File: config.mk
export PLATFORM = sky130hd
export DESIGN_NAME = stagger_strobe_gen
export DESIGN_NICKNAME = d
export VERILOG_FILES = /design/src/rtl/stagger_strobe_pkg.sv /design/src/rtl/stb_phase_ctr.sv /design/src/rtl/stb_decode.sv /design/src/rtl/stagger_strobe_gen.sv
export SDC_FILE = /design/constraint.sdc
export NUM_CORES = 1
export LEC_CHECK = 0
export BUFFER_PORTS_ARGS = -buffer_cell sky130_fd_sc_hd__buf_2
export CORE_AREA = 4 4 41 43
export CTS_CLUSTER_DIAMETER = 50
export DETAILED_ROUTE_END_ITERATION = 7
export DIE_AREA = 0 0 45 47
export GPL_TIMING_DRIVEN = 0
export PLACE_DENSITY = 0.56
export SKIP_CTS_REPAIR_TIMING = 1
export SYNTH_ARGS = -nofsm -noshare
export SYNTH_HDL_FRONTEND = slang
export SYNTH_HIERARCHICAL = 1
export SYNTH_SLANG_ARGS = --single-unit
export TNS_END_PERCENT = 50
File: constraint.sdc
create_clock -name clk_i -period 1.35 [get_ports clk_i]
set_input_delay 0.135 -clock clk_i [delete_from_list [all_inputs] [get_ports clk_i]]
set_output_delay 0.135 -clock clk_i [all_outputs]
set_load 0.02 [all_outputs]
File: src/rtl/stagger_strobe_pkg.sv
package stagger_strobe_pkg;
  parameter int unsigned DEF_NUM_GRP = 6;
  parameter int unsigned DEF_GAP     = 2;
endpackage

File: src/rtl/stb_phase_ctr.sv
module stb_phase_ctr #(
  parameter int unsigned PERIOD = 12,
  parameter int unsigned PH_W   = $clog2(PERIOD)
) (
  input  logic            clk_i,
  input  logic            rst_ni,
  input  logic            line_active_i,
  input  logic            scan_rev_i,
  output logic [PH_W-1:0] phase_o,
  output logic            run_o,
  output logic            rev_o
);
  localparam logic [PH_W-1:0] PH_LAST = PH_W'(PERIOD - 1);

  logic [PH_W-1:0] ph_q;
  logic            run_q;
  logic            rev_q;
  logic            line_start;

  assign line_start = line_active_i & ~run_q;

  always_ff @(posedge clk_i or negedge rst_ni) begin
    if (!rst_ni) begin
      ph_q  <= '0;
      run_q <= 1'b0;
      rev_q <= 1'b0;
    end else begin
      run_q <= line_active_i;
      if (line_start) rev_q <= scan_rev_i;
      if (!line_active_i || !run_q) ph_q <= '0;
      else if (ph_q == PH_LAST)     ph_q <= '0;
      else                          ph_q <= ph_q + 1'b1;
    end
  end

  assign phase_o = ph_q;
  assign run_o   = run_q;
  assign rev_o   = rev_q;

  p_ph_range_r5: assert property (@(posedge clk_i) disable iff (!rst_ni)
    ph_q <= PH_LAST);
  p_ph_step_r5: assert property (@(posedge clk_i) disable iff (!rst_ni)
    (run_q && line_active_i && ph_q != PH_LAST) |=> ph_q == $past(ph_q) + 1'b1);
  p_dir_hold_r8: assert property (@(posedge clk_i) disable iff (!rst_ni)
    (run_q && $past(run_q)) |-> $stable(rev_q));
  p_restart_r7: assert property (@(posedge clk_i) disable iff (!rst_ni)
    $rose(run_q) |-> ph_q == '0);
endmodule

File: src/rtl/stb_decode.sv
module stb_decode #(
  parameter int unsigned NUM_GRP = 6,
  parameter int unsigned GAP     = 2,
  parameter int unsigned PERIOD  = NUM_GRP * GAP,
  parameter int unsigned PH_W    = $clog2(PERIOD)
) (
  input  logic               clk_i,
  input  logic               rst_ni,
  input  logic [PH_W-1:0]    phase_i,
  input  logic               run_i,
  input  logic               rev_i,
  output logic [NUM_GRP-1:0] stb_o,
  output logic               hck_o
);
  localparam logic [PH_W-1:0] PH_HALF = PH_W'(PERIOD / 2);

  for (genvar g = 0; g < NUM_GRP; g++) begin : g_grp
    localparam logic [PH_W-1:0] PH_FWD = PH_W'(g * GAP);
    localparam logic [PH_W-1:0] PH_REV = PH_W'((NUM_GRP - 1 - g) * GAP);
    assign stb_o[g] = run_i && (phase_i == (rev_i ? PH_REV : PH_FWD));
  end

  assign hck_o = run_i && (phase_i < PH_HALF);

  p_onehot_r2: assert property (@(posedge clk_i) disable iff (!rst_ni)
    $onehot0(stb_o));
  p_width_r2: assert property (@(posedge clk_i) disable iff (!rst_ni)
    (|stb_o) |=> !(|stb_o));
endmodule

File: src/rtl/stagger_strobe_gen.sv
module stagger_strobe_gen
  import stagger_strobe_pkg::*;
#(
  parameter int unsigned NUM_GRP = DEF_NUM_GRP,
  parameter int unsigned GAP     = DEF_GAP
) (
  input  logic               clk_i,
  input  logic               rst_ni,
  input  logic               line_active_i,
  input  logic               scan_rev_i,
  output logic [NUM_GRP-1:0] stb_o,
  output logic               hck_o
);
  localparam int unsigned PERIOD = NUM_GRP * GAP;
  localparam int unsigned PH_W   = $clog2(PERIOD);

  logic [PH_W-1:0] phase;
  logic            run;
  logic            rev;

  stb_phase_ctr #(.PERIOD(PERIOD), .PH_W(PH_W)) i_ctr (
    .clk_i        (clk_i),
    .rst_ni       (rst_ni),
    .line_active_i(line_active_i),
    .scan_rev_i   (scan_rev_i),
    .phase_o      (phase),
    .run_o        (run),
    .rev_o        (rev)
  );

  stb_decode #(.NUM_GRP(NUM_GRP), .GAP(GAP), .PERIOD(PERIOD), .PH_W(PH_W)) i_dec (
    .clk_i  (clk_i),
    .rst_ni (rst_ni),
    .phase_i(phase),
    .run_i  (run),
    .rev_i  (rev),
    .stb_o  (stb_o),
    .hck_o  (hck_o)
  );

  p_idle_r6: assert property (@(posedge clk_i) disable iff (!rst_ni)
    !$past(line_active_i) |-> (stb_o == '0 && !hck_o));
  p_first_r7: assert property (@(posedge clk_i) disable iff (!rst_ni)
    $rose(run) |-> (rev ? stb_o[NUM_GRP-1] : stb_o[0]));
  p_reset_r1: assert property (@(posedge clk_i)
    !rst_ni |-> (stb_o == '0 && !hck_o));
endmodule

* After elaboration in Yosys (flattened, before gate mapping)
Index checks and enable logic that the tools add are counted. W data, S select, Z words.
Storage, ports and cells: word-level logic and storage cells 32, input port bits 4, register bits after elaboration 6
Cells by class: magnitude comparators 1, reductions and logical operators 10, equal/unequal tests 7, mux-type cells 8, $add $sub $neg 1, bitwise logic cells 2
Operators with widths (count):
- $eq A4 B4 Y1 | 6
- $mux W4 | 6
- $logic_and A1 B1 Y1 | 7
- $add A4 B1 Y4 const B | 1
- $eq A4 B4 Y1 const B | 1
- $lt A4 B3 Y1 const B | 1
- $mux W2 | 2
- $logic_not A1 Y1 | 2
- $and A1 B1 Y1 | 1
- $logic_or A1 B1 Y1 | 1
- $not A1 Y1 | 1

* Logic depth before layout (Yosys ltp)
Gate-level depths: netlist of run 1.
depth after elaboration 3, depth in mapped cells 4

* Cells and area by module
Netlist of run 1, hierarchy kept.
Modules (own cells, without submodules):
- stb_phase_ctr | sequential area each 150.1 sq um, cells each 22, instances 1, area each 252.7 sq um
- stb_decode | sequential area each 0.0 sq um, cells each 21, instances 1, area each 152.6 sq um

* Worst setup path after synthesis of run 1
No wires, ideal clock.
path kind reg2out, start point reg i_ctr.ph_q[1] (netlist: i_ctr/phase_o[1]), end point out stb_o[5], arrival time 1.264 ns, setup slack -0.049 ns, path buffers 1, data required time 1.215 ns, cell stages (with the launch flop) 4, cell sequence dfrtp_1 buf_4 or3b_1 a21oi_1
Between the ends: longest elaborated chain between the ends 2
Ends and longest elaborated chain:
- start, declared | RTL line stb_phase_ctr.sv:15 | logic [PH_W-1:0] ph_q;
- start signal, assigned | RTL line stb_phase_ctr.sv:32 | else ph_q <= ph_q + 1'b1;
- $eq A4 B4 Y1 | RTL line stb_decode.sv:20 | assign stb_o[g] = run_i && (phase_i == (rev_i ? PH_REV : PH_FWD));
- $logic_and A1 B1 Y1 | RTL line stb_decode.sv:20
- end, declared | RTL line stagger_strobe_gen.sv:11 | output logic [NUM_GRP-1:0] stb_o,
Every way passes these cells.

* Final worst setup path of run 1
Ends and elaborated chain as after synthesis.

==> run metrics, run 1 <==
cts bufs inserted=3; clk sink count=6; min-delay worst type=in -> reg; routed len/inst=10.6 um; FF-to-FF setup slack=0.02 ns; cell taking the most area after synthesis=dfrtp_1; First-pass DRT Iterations=2; CP max FO=5; FF-to-FF Start=i_ctr/phase_o[0]; RSZ-0062 raised after global routing=true; nets@finish=66; FMAX=630 MHz; Clock Pin Slew Worst Setup and Hold Paths=0.04 ns; Crit path required time=1.22 ns; via count=353; # diodes=0; startpoint types=flip-flop; Final Hold Fails=0; vias in the first global route=319; vias per inst=4.77; status=complete, but fails checks; Antenna Nets Post-Route=0; Tmin final=1.59 ns; fin util=0.446; CTS Buffer Depth=2; CTS Root Cell=clkbuf_4; Critical Path End=stb_o[5]; First DRT Iteration DRCs=3; syn_area_per_cell=9.43 um^2; GRT Resource Usage Total=0.0828; Port Buffers=10; setup violators final=6; Synth Register Bits=6; Max-slew headroom=0.854; CP delay by family, top=flip-flops; WL final=781 um; most frequent cells in the layout=7 x buf_4, 4 x buf_6, 4 x nor2_1, 4 x a21oi_2; period utilization=1.18; Pwr Density=809 mW/mm^2; Core Area=0.00130 mm^2; aggregate global routing overflow=0; most common cell after layout, fill and taps aside=buf_4; crit end category=output pin; Critical Path AT=1.45 ns; initial antenna violation count=0; Worst VDD drop=371 uV; Post-Syn Area=405 um^2; row cnt=13; reg2reg end=i_ctr/phase_o[3]; Syn Inst Count=43; Worst Skew=0.00247 ns; gpl congestion=0.647; starting density of the core=0.312; first-pass GRT wire length=1260 um; Fin Hold WS=0.0321 ns; max cap viols=0; largest net degree at the start of global routing=16; die area=0.00212 mm^2; leakage=0.240 nW; post-synth cell types=22; kind of critical path=reg -> out; dominant cells by area after synthesis=dfrtp_1 37%, or3b_1 11%, nand3b_1 5.6%; slowest stage cell, crit path=dfrtp_2; Clock Latency Late Sink=0.24 ns; Most Frequent Cell on Critical Path=buf_6; failing checks=setup timing; fillers=135; WP depth=4; worst path cell trace=buf_6 -> or3b_4 -> a21oi_2 -> buf_6; number of H-tree levels=1; Synth Warn #=6; buffers and inverters on the worst path=2; share of cells above drive strength 1=0.492; Chip Height=47 um; Remaining DRCs=0; Worst path max stage delay=0.43 ns; Final Max Slew Viols=0; Least-Margin Pin Slew=0.219 ns; # IOs=11; post-synthesis sequential area ratio=0.370; post-synth top area share=0.370; Worst Reg-to-Reg Cells=3; CTS tree=built; Setup WS post-layout=-0.237 ns; post-synth net total=48; min-delay src=line_active_i; die width=45 um; Synth-to-Final Area Change=43.2%; CP startpoint=i_ctr/phase_o[1]
## through the flow
step | TNS [ns] | total power (W) | instances | area [um^2] | setup WS, ns
after floorplan | -0.0723 | 0.000263 | 43 | 409 | -0.0411
after global placement | -0.0606 | 0.000287 | 68 | 478 | -0.0266
after detailed placement | -0.0882 | 0.000287 | 68 | 478 | -0.0309
after CTS | -1.33 | 0.000450 | 71 | 500 | -0.291
after global routing | -1.54 | 0.000497 | 74 | 581 | -0.289
final | -1.07 | 0.000469 | 74 | 581 | -0.237
## power breakdown
part | switching [W] | leakage, nW | internal, W
sequential | 0.00000948 | 0.0732 | 0.000190
clock | 0.0000577 | 0.0138 | 0.000100
combinational | 0.0000503 | 0.153 | 0.0000623
## routing by layer
metal,global-route usage,part of all wire,routed length (um),vias up
met2,0.130,0.44,340,11
met4,0.0702,0.019,15,0
met1,0.100,0.49,379,154
met5,0,0,0,-
li1,-,-,-,186
met3,0.0115,0.058,45,2
## final cells by class
cell class	count	area, um^2	share of cell area
plain buffers	2	22.5	0.0388
clock buffers	3	22.5	0.0388
multi-input cells	35	263	0.453
flip-flops and latches	6	154	0.265
well taps	15	18.8	0.0323
repair buffers	13	100	0.172
## kinds of logic after synthesis
logic type	count (synthesis)	share of synthesized area
AOI/OAI and AO/OA	6	0.0864
xor gates and xnor gates	1	0.0216
adders and majority gates	1	0.0309
buffers and inverters	2	0.0463
DFF	6	0.370
muxes	2	0.0525
and+or+nand+nor	25	0.392
## worst reg2reg max path, cell delays in order (launching register included)
cell and delay [ns]:
dfrtp_1 0.43, ha_1 0.26, or3b_1 0.36, a31oi_1 0.19
## synthesized netlist by cell type
library cell and count:
a21oi_2 1, nand3_1 2, mux2_2 1, or3_1 1, ha_1 1, buf_4 1, a21oi_1 4, or3b_1 5
nor3_1 1, nand2b_1 1, nand3b_1 3, nand4b_1 1, nand2_1 3, and3_1 1, nor2_1 4, mux2i_1 1
nor2b_1 2, buf_6 1, nand4bb_1 1, dfrtp_1 6, a31oi_1 1, xor2_1 1
## how the worst min path moves through the flow
stage	endpoint	slack (ns)	depth (start not counted)
floorplan	i_ctr/phase_o[0]	-0.16	0
global placement	i_ctr/phase_o[2]	-0.04	1
detailed placement	i_ctr/phase_o[2]	-0.04	1
CTS	i_ctr/run_o	-0.30	1
global route	i_ctr/run_o	0.04	1
finish	i_ctr/run_o	0.03	1
## registers in the layout, indices dropped and copies added (netlist names)
| register | flops |
|---|---|
| i_ctr/phase_o | 4 |
| i_ctr/rev_o | 1 |
| i_ctr/run_o | 1 |
No activity file was read; power rests on OpenSTA's default activity.
==> run 2, diff against run 1 <==
- CAP_MARGIN: default -> 20
- PLACE_DENSITY: 0.56 -> 0.5
==> run 2 against run 1 <==
Clock power increased by 3%. Critical path depth unchanged. Die area is the same. The run still ends with setup timing left. Non-clock buffer count is 4 higher. Fmax increased by 1.3%. Core utilization is 2.0 points higher. First-iteration DRC count fell by 67%. Cell area grew 4.5%. Largest power group unchanged. Worst setup slack better by 0.021 ns. Sequential power hardly changed.
==> run metrics, run 2 (synthesized netlist as in run 1, its figures left out) <==
status=complete, but fails checks; failing checks=setup timing; row cnt=13; die width=45 um; First DRT Iteration DRCs=1; Crit path required time=1.22 ns; Tmin final=1.57 ns; Final Hold Fails=0; Final Max Slew Viols=0; cts bufs inserted=3; share of cells above drive strength 1=0.508; most common cell after layout, fill and taps aside=buf_4; max reg flops=4; multi-input logic area=259 um^2; FMAX=639 MHz; most frequent cells in the layout=11 x buf_4, 4 x nor2_1, 4 x buf_6; vias in the first global route=347; aggregate global routing overflow=0; storage element area=154 um^2; crit end category=output pin; Pwr Density=791 mW/mm^2; Placed Cells=68; CTS Root Cell=clkbuf_4; Max-slew headroom=0.865; # IOs=11; Core Area=0.00130 mm^2; Chip Height=47 um; Most Frequent Cell on Critical Path=buf_6; via count=377; Setup WS pre-CTS=-0.0478 ns; first-pass GRT wire length=1440 um; setup violators final=7; period utilization=1.16; CTS Buffer Depth=2; Worst path max stage delay=0.39 ns; # diodes=0; First-pass DRT Iterations=2; gpl congestion=0.708; GRT Resource Usage Total=0.0940; Critical Path AT=1.43 ns; nets@finish=70; largest net degree at the start of global routing=16; Layout Cells excl Fill=78; max cap viols=0; slowest stage cell, crit path=dfrtp_1; kind of critical path=reg -> out; Clock Latency Late Sink=0.24 ns; worst path cell trace=buf_6 -> or3b_4 -> a21oi_2 -> buf_6; Setup WS post-layout=-0.216 ns; starting density of the core=0.312; die area=0.00212 mm^2; RSZ-0062 raised after global routing=true; initial antenna violation count=0; clk sink count=6; min-delay worst type=in -> reg; Remaining DRCs=0; Port Buffers=10; CTS tree=built; number of H-tree levels=1; Synth-to-Final Area Change=49.7%; vias per inst=4.83; leakage=0.258 nW; routed len/inst=11.2 um; Worst VDD drop=559 uV; detailed placer's ending HPWL=597 um; CP max FO=10; Least-Margin Pin Slew=0.202 ns; Clock Pin Slew Worst Setup and Hold Paths=0.04 ns; fillers=130; Worst Skew=0.000736 ns; startpoint types=flip-flop; WL final=873 um; Antenna Nets Post-Route=0
[run 2: per-layer routing]
metal  up-vias  track usage  wire length (um)
met5         -            0                 0
met4         0       0.0877                 9
met3         2       0.0153                46
met2        10        0.138               375
met1       171        0.117               441
li1        194            -                 -
[run 2: area by class of cell]
type / count / area share
Clock buffer: 3 / 0.0371
Tap cell: 15 / 0.0309
Sequential cell: 6 / 0.254
Multi-Input combinational cell: 35 / 0.427
Buffer: 2 / 0.0371
Timing Repair Buffer: 17 / 0.214
[run 2: critical path, delay by kind of cell, from the launching register on]
family | cells | cell delay [ns]
flops | 1 | 0.39
simple gates | 1 | 0.39
buf+inv | 2 | 0.27
compound gates | 1 | 0.14
[run 2: worst paths after layout]
path	from	to	slack [ns]	cells past startpoint
setup / recovery	i_ctr/phase_o[1]	stb_o[5]	-0.22	4
hold / removal	line_active_i	i_ctr/run_o	0.04	1
setup reg to reg	i_ctr/phase_o[1]	i_ctr/phase_o[3]	0.04	4
hold reg to reg	i_ctr/rev_o	i_ctr/rev_o	0.54	1
max in group asynchronous	rst_ni	i_ctr/phase_o[3]	0.96	2
min in group asynchronous	rst_ni	i_ctr/phase_o[0]	0.24	2
[run 2: power by group]
group | internal, W | total [W] | switching [W]
Sequential | 0.000190 | 0.000199 | 0.00000946
Combinational | 0.0000660 | 0.000118 | 0.0000516
Clock | 0.000100 | 0.000163 | 0.0000629
[run 2: metrics by stage]
stage	power [W]	area, um^2	utilization	setup TNS, ns	hold slack, ns
floorplan	0.000263	409	-	-0.0723	-0.161
global placement	0.000286	478	0.367	-0.0770	-0.0322
detailed placement	0.000289	478	0.367	-0.126	-0.0338
CTS	0.000457	500	0.385	-1.38	-0.296
global route	0.000503	607	0.466	-1.54	0.0481
finish	0.000480	607	0.466	-1.06	0.0441
